[config.mk]
export PLATFORM = sky130hd
export DESIGN_NAME = reg_range_guard
export DESIGN_NICKNAME = d
export VERILOG_FILES = /design/src/rtl/reg_range_guard.sv
export SDC_FILE = /design/constraint.sdc
export NUM_CORES = 1
export LEC_CHECK = 0
export CAP_MARGIN = 10
export CORE_UTILIZATION = 67
export CTS_CLUSTER_DIAMETER = 60
export DETAILED_ROUTE_END_ITERATION = 7
export PLACE_DENSITY = 0.86
export RECOVER_POWER = 50
export SETUP_SLACK_MARGIN = 0.4
export SLEW_MARGIN = 20
export SYNTH_ARGS = -nofsm -noshare
export SYNTH_HDL_FRONTEND = slang
export SYNTH_SLANG_ARGS = --single-unit
[constraint.sdc]
create_clock -name clk -period 7.4 [get_ports clk]
set_clock_uncertainty 0.1 [all_clocks]
set_input_delay 1.11 -clock clk [delete_from_list [all_inputs] [get_ports clk]]
set_output_delay 1.11 -clock clk [all_outputs]
set_load 0.005 [all_outputs]
[src/rtl/reg_range_guard.sv]
module reg_range_guard #(
  parameter int NUM_ENT = 16,
  parameter int ADDR_W  = 18
) (
  input  logic                       clk,
  input  logic                       rst,
  input  logic                       cfg_we,
  input  logic [$clog2(NUM_ENT)-1:0] cfg_idx,
  input  logic [31:0]                cfg_data,
  input  logic                       acc_valid,
  input  logic [ADDR_W-1:0]          acc_addr,
  input  logic                       acc_write,
  output logic                       chk_valid,
  output logic                       chk_blocked,
  output logic [$clog2(NUM_ENT)-1:0] chk_idx
);
  localparam int IDX_W  = $clog2(NUM_ENT);
  localparam int BASE_LO = 2;
  localparam int BASE_HI = BASE_LO + ADDR_W - 1;

  logic              wblk_q [NUM_ENT];
  logic              rblk_q [NUM_ENT];
  logic [4:0]        lg_q   [NUM_ENT];
  logic [ADDR_W-1:0] base_q [NUM_ENT];
  logic [NUM_ENT-1:0] hit;

  wire rsvd_ok = (cfg_data[31] == 1'b0) && (cfg_data[23:BASE_HI+1] == '0) &&
                 (cfg_data[BASE_LO-1:0] == '0);

  for (genvar i = 0; i < NUM_ENT; i++) begin : g_ent
    wire [ADDR_W-1:0] mask = {ADDR_W{1'b1}} << lg_q[i];
    wire in_win = (acc_addr & mask) == (base_q[i] & mask);
    assign hit[i] = in_win && (acc_write ? wblk_q[i] : rblk_q[i]);

    always_ff @(posedge clk) begin
      if (rst) begin
        wblk_q[i] <= 1'b0;
        rblk_q[i] <= 1'b0;
        lg_q[i]   <= '0;
        base_q[i] <= '0;
      end else if (cfg_we && rsvd_ok && cfg_idx == IDX_W'(i)) begin
        wblk_q[i] <= cfg_data[30];
        rblk_q[i] <= cfg_data[29];
        lg_q[i]   <= cfg_data[28:24];
        base_q[i] <= cfg_data[BASE_HI:BASE_LO];
      end
    end
  end

  logic [IDX_W-1:0] first_idx;
  always_comb begin
    first_idx = '0;
    for (int k = NUM_ENT - 1; k >= 0; k--)
      if (hit[k]) first_idx = IDX_W'(k);
  end

  always_ff @(posedge clk) begin
    if (rst) begin
      chk_valid   <= 1'b0;
      chk_blocked <= 1'b0;
      chk_idx     <= '0;
    end else begin
      chk_valid   <= acc_valid;
      chk_blocked <= acc_valid && (hit != '0);
      chk_idx     <= (acc_valid && hit != '0) ? first_idx : '0;
    end
  end
endmodule


==> reports/qor.yml, run 1 <==
grt:
  grt_pass1_wl_um: 87140
  gr-usage-all-layers: 0.3651
  grt_pass1_vias: 14230
  grt.overflow.total: 0
  antenna_found_initial: 5
  grt_max_degree: 28
setup_path:
  end_kind: "flop"
  worst-path-buf-inv: 1
  r2r_start: "lg_q[1][32]"
  worst_path_most_repeated_cell: "nand2_1"
  cp.depth: 6
  r2r-end: "chk_idx[1]"
  crit_path_max_incr_delay_ns: 1.83
  crit_path_end: "base_q[0][93]"
  cp_max_fo: 25
  startpoint_type: "primary input"
  startpoint: "cfg_data[31]"
  crit_path_top_delay_cell: "o21bai_1"
  cp.arrival_ns: 4.46
  critPathKind: "in -> reg"
  cp_cell_sequence: "dlygate4sd3_1 > nor4b_1 > nand2_1 > nor2_1 > nand2_1 > o21bai_1"
  critPathRequiredTime_ns: 7.41
  reg2reg_depth: 8
  path_delay_family: "compound AO/OA/AOI/OAI gates"
  rrSetupSlack_ns: 4.34
status:
  status: "finished with violations"
  failed_checks: "max-capacitance violations, max-slew violations"
floorplanning:
  ios: 65
  chipHeight_um: 180.5
  start_util: 0.6889
  dieArea_mm2: 0.03258
  rows: 64
  core-area_mm2: 0.03099
  chipWidth_um: 180.5
sta:
  fin_crit_sh: 0.6011
  hold_slack_ns: 0.7947
  worstMarginPinSlew_ns: 2.247
  setup_viol: 0
  fmax_mhz: 224.8
  setup_tns_ns: 0
  rsz0062_at_grt: "false"
  slew_viol_final: 105
  relSlewSlack: -0.5012
  hold_viol_final: 0
  fin_crit_ns: 4.448
power_and_ir_drop:
  p_per_area_mw_per_mm2: 225.7
  comb_power_share: 0.107
  power.leakage_nw: 8.162
  fin_total_pwr_mw: 5.283
  pwr-share-clk: 0.376
  vdd.ir_drop.worst_mv: 0.2171
  share_seq_of_total_power: 0.517
  p_sw_mw: 1.327
  p_int_mw: 3.956
  switching_share: 0.2513
detailed_routing:
  drt-initial-drc-count: 2431
  drc: 0
  first_pass_iters: 6
  ant_nets: 0
  vias: 14800
  vias_per_cell: 6.625
  wl_um: 58800
  wl_per_cell_um: 26.32
placed_design:
  dp_cells: 2153
  port_buffers: 64
  hpwl_um: 35190
  gp_congestion: 0.9574
synthesis:
  synth_top_family_by_area: "simple AND/OR/NAND/NOR gates"
  synth_compound_area_frac: 0.1013
  synthAdderAreaFrac: 0.0009377
  postSynthCellCount: 1796
  synth_seq_cells: 406
  synth-seq-area-share: 0.5682
  synthXorXnorAreaFrac: 0.1199
  synth_mux_area_frac: 0.007443
  synth-simple-area-share: 0.1657
  ys.flop_type: "edfxtp_1"
  syn-num-nets: 1855
  synth_edf_count: 400
  ys_async_sr_fraction: 0
  synth_cell_type_count: 80
  avgSynthCellArea_um2: 11.89
  synth_area_mm2: 0.02135
  ys_warn_count: 0
clock_network:
  tritoncts: "yes"
  clk_pin_slew_ns: 0.06
  insertion_delay_ns: 0.55
  hold_buffers: 0
  clock_sinks: 406
  htree_levels: 2
  cts-root-buf: "clkbuf_16"
  cts_made_buffers: 43
  clock_path_buffers: 3
  cts_setup_buffers: 0
  cts_resized: 0
run:
  cap_violations: 4
finish:
  synthToLayoutAreaGrowth_pct: 9.623
  final_cell_mix: "edfxtp_1, and2_1, xor2_1, xnor2_1, a21oi_1"
  nets: 1861
  final_common_cell: "edfxtp_1"
  stdcell_count: 2234
  nFillCells: 1944
  layout-drive-gt1-share: 0.07575
  utilization: 0.7552
min_path:
  hold_class: "reg -> reg"
-- worst min-delay path by stage --
stage	start	to	slack [ns]	depth (start not counted)
2_1_floorplan	lg_q[0][24]	chk_idx[3]	0.63	5
3_3_place_gp	rblk_q[0][7]	chk_idx[3]	0.73	3
3_5_place_dp	wblk_q[7]	chk_idx[3]	0.77	3
4_1_cts	wblk_q[7]	chk_idx[3]	0.77	3
5_1_grt	wblk_q[7]	chk_idx[3]	0.83	3
6_report	wblk_q[7]	chk_idx[3]	0.79	3
-- logic make-up after synthesis --
logic type / count (synthesis)
buf+inv: 162
fa+ha+maj: 2
xor+xnor: 288
simple gates: 608
compound gates: 315
flops: 406
mux: 15
-- state kept, by name, indices dropped and copies added, names as in the netlist --
name / cells
wblk_q: 16
chk_blocked: 1
rblk_q: 16
lg_q: 80
chk_valid: 1
base_q: 288
chk_idx: 4
-- per-stage QoR --
step | cell area, µm² | setup WS [ns]
after floorplan | 21350 | 3.657
after global placement | 22160 | 2.689
after detailed placement | 22190 | 2.682
after CTS | 23450 | 3.245
after global routing | 23400 | 2.648
final | 23400 | 2.952
-- power by group through the flow --
stage	Sequential, mW	Clock, mW	Combinational (mW)
after floorplan	2.73	0	0.374
after global placement	2.77	0	0.535
after detailed placement	2.78	0	0.548
after CTS	2.73	1.99	0.554
after global routing	2.74	2.08	0.592
final	2.73	1.99	0.564
-- cell type report --
class                   count  area, µm²  area share
diodes                      3      7.507   0.0003208
clock buffers              54       1117     0.04774
clock inverters            24      148.9    0.006362
inverters                  20      75.07    0.003208
multi-input cells        1228       8581      0.3666
flip-flops and latches    406      12130      0.5184
well taps                 396      495.5     0.02117
repair buffers            103      847.1     0.03619
-- synth_stat cells (7+ instances only) --
cell	n	area [µm²]
and2_1	406	2540
edfxtp_1	400	12010
xor2_1	186	1629
xnor2_1	97	849.6
clkbuf_1	88	330.3
a21oi_1	78	390.4
o21ai_0	56	280.3
nor2_1	52	195.2
nand2_1	51	191.4
nor3_1	23	115.1
o211ai_1	23	172.7
inv_1	20	75.07
buf_2	19	95.09
o21bai_1	18	135.1
buf_4	17	127.6
a31oi_1	16	100.1
nand3_1	16	80.08
a22oi_1	13	97.59
a211oi_1	10	75.07
a41oi_1	9	78.83
buf_6	9	101.4
nand2b_1	9	56.30
nand4_1	9	56.30
mux2i_1	8	80.08
nor4_1	8	50.05
or3_1	8	50.05
a22o_1	7	61.31
mux2_2	7	78.83
o22ai_1	7	43.79
o41ai_1	7	61.31
-- metal layers --
metal	vias up	share of wire	wire length (µm)	GRT usage
li1	6368	-	-	-
met3	211	0.13	7611	0.06265
met4	0	0.054	3151	0.1675
met5	-	0	0	0
met2	1004	0.45	26390	0.5656
met1	7218	0.37	21650	0.5083
-- worst register-to-register path, stage by stage, from the launching register on --
cell	delay, ns
edfxtp_1	0.63
a21o_1	0.16
a21oi_1	0.07
a2111oi_0	0.53
a41oi_1	0.26
a2bb2oi_1	0.23
nor3b_1	0.39
o311ai_1	0.19
a2111oi_4	0.39
No activity file was read; power rests on OpenSTA's default activity.
==> run 2, diff against run 1 <==
--- a/config.mk
+++ b/config.mk
@@ -6,10 +6,10 @@
 export NUM_CORES = 1
 export LEC_CHECK = 0
 export CAP_MARGIN = 10
-export CORE_UTILIZATION = 67
+export CORE_UTILIZATION = 62
 export CTS_CLUSTER_DIAMETER = 60
 export DETAILED_ROUTE_END_ITERATION = 7
-export PLACE_DENSITY = 0.86
+export PLACE_DENSITY = 0.8
 export RECOVER_POWER = 50
 export SETUP_SLACK_MARGIN = 0.4
 export SLEW_MARGIN = 20
==> constraint.sdc (replaced) <==
create_clock -name clk -period 4.6 [get_ports clk]
set_clock_uncertainty 0.1 [all_clocks]
set_input_delay 0.69 -clock clk [delete_from_list [all_inputs] [get_ports clk]]
set_output_delay 0.69 -clock clk [all_outputs]
set_load 0.005 [all_outputs]
==> reports/qor.yml, run 2 (same netlist as run 1, synthesis figures left out) <==
setup_path:
  startpoint_type: "primary input"
  r2r_start: "lg_q[1][32]"
  end_kind: "flop"
  r2r-end: "chk_idx[0]"
  cp_max_fo: 26  # +4.0%
  critPathKind: "in -> reg"
  cp.arrival_ns: 3.57  # -0.89 ns
  reg2reg_depth: 8  # unchanged
  rrSetupSlack_ns: 1.73  # -2.61 ns
  critPathRequiredTime_ns: 4.64  # -2.77 ns
detailed_routing:
  wl_per_cell_um: 25.95  # -1.4%
  wl_met3_um: 6799  # -11%
  vias_per_cell: 6.333  # -4.4%
  drt-initial-drc-count: 2099  # -14%
  vias: 14720  # -0.52%
  met1_length_um: 22790  # +5.2%
  top_layer_used: "met4"
  wl_um: 60320  # +2.6%
  ant_nets: 0  # unchanged
  first_pass_iters: 6  # unchanged
  met2_length_um: 28300  # +7.2%
  drc: 0  # unchanged
clock_network:
  cts_setup_buffers: 0  # unchanged
  hold_buffers: 0  # unchanged
  clk_pin_slew_ns: 0.06  # about the same
  cts_made_buffers: 42  # -2.3%
  tritoncts: "yes"
  clock_sinks: 406  # unchanged
  insertion_delay_ns: 0.55  # about the same
  htree_levels: 2  # unchanged
  clock_path_buffers: 3  # unchanged
  cts-root-buf: "clkbuf_16"
  cts_resized: 0  # unchanged
finish:
  top_regs: "base_q x288, lg_q x80"
  final_cell_mix: "edfxtp_1, and2_1, xor2_1, and2_0, xnor2_1"
  nFillCells: 2404  # +24%
  nets: 1904  # +2.3%
  synthToLayoutAreaGrowth_pct: 11.37
  layout-drive-gt1-share: 0.09323  # +0.01748
  final_common_cell: "edfxtp_1"
  top_register: "base_q"
  largest_reg_flops: 288  # unchanged
  diodes: 0  # -3
floorplanning:
  dieArea_mm2: 0.03518  # +8.0%
  rows: 67  # +4.7%
  start_util: 0.6335  # -0.05540
  chipHeight_um: 187.6  # +3.9%
  chipWidth_um: 187.6  # +3.9%
  core-area_mm2: 0.03370  # +8.7%
  ios: 65  # unchanged
grt:
  grt_pass1_wl_um: 88440  # +1.5%
  grt.overflow.total: 0  # unchanged
  antenna_found_initial: 4  # -1
  grt_pass1_vias: 13960  # -1.9%
  gr-usage-all-layers: 0.3459  # -0.01920
  grt_max_degree: 27  # -3.6%
sta:
  fin_crit_sh: 0.7667
  fin_ws_ns: 1.073  # -1.879 ns
  fmax_mhz: 283.5
  setup_viol: 0  # unchanged
  fin_crit_ns: 3.527
  relSlewSlack: 0.02114  # +0.5224
  rsz0062_at_grt: "false"
  worstMarginPinSlew_ns: 1.468  # -0.7789 ns
  hold_viol_final: 0  # unchanged
  slew_viol_final: 0  # -100%
  setup_tns_ns: 0  # unchanged
placed_design:
  dp_slack_ns: 0.6064  # -2.076 ns
  gp_congestion: 0.9384  # -2.0%
  hpwl_um: 36580  # +4.0%
  port_buffers: 64  # unchanged
min_path:
  worstHoldStart: "acc_valid"
  hold_class: "in -> reg"
  hold_end: "chk_valid"
  hold_path_depth: 2  # -1
power_and_ir_drop:
  vdd.ir_drop.worst_mv: 0.2696  # +24%
  p_per_area_mw_per_mm2: 362.3  # +60%
  power.leakage_nw: 8.309  # +1.8%
run:
  cap_violations: 0  # -4
status:
  status: "finished clean"
==> run 2: cell type report <==
class,count,area [µm²],area share
Sequential cell,406,12130,0.5102
Multi-Input combinational cell,1228,8501,0.3575
Timing Repair Buffer,147,1215,0.05110
Clock buffer,54,1117,0.04699
Tap cell,448,560.5,0.02358
Clock inverter,22,176.4,0.007420
Inverter,20,75.07,0.003157
==> run 2: critical path, stage by stage <==
cell and delay [ns]:
dlygate4sd3_1 0.60, clkbuf_1 0.90, o21bai_2 0.27, clkbuf_1 1.08
==> run 2: how the worst max path moves through the flow <==
stage / from / endpoint / slack [ns] / cells after the start
6_report: rst / base_q[0][113] / 1.07 / 4
5_1_grt: rst / base_q[0][113] / 0.93 / 4
4_1_cts: acc_addr[1] / chk_idx[1] / 1.12 / 10
3_5_place_dp: acc_addr[1] / chk_idx[1] / 0.61 / 10
3_3_place_gp: acc_addr[1] / chk_idx[1] / 0.56 / 10
2_1_floorplan: cfg_data[31] / base_q[1][72] / 1.28 / 5
==> run 2: power by group <==
group	total [mW]	switching [mW]	leakage, nW	internal (mW)
clock network	3.29	1.41	0.637	1.88
registers	4.39	0.144	3.84	4.24
logic	0.939	0.581	3.83	0.358
total	8.61	2.13	8.31	6.48
==> run 2: stage by stage <==
step	area [µm²]	util	std cells	power, mW	hold WS [ns]
2_1_floorplan	21350	-	1796	4.996	0.6293
3_3_place_gp	22620	0.6712	2249	5.359	0.7786
3_5_place_dp	22580	0.6702	2249	5.378	0.7987
4_1_cts	23880	0.7085	2325	8.601	0.6645
5_1_grt	23780	0.7055	2325	8.836	0.6871
6_report	23780	0.7055	2325	8.614	0.6646
==> run 2: metal layers <==
layer | GRT usage | vias to the layer above
li1 | - | 6450
met2 | 0.5521 | 896
met1 | 0.4797 | 7217
met3 | 0.05297 | 161
met5 | 0 | -
met4 | 0.1341 | 0
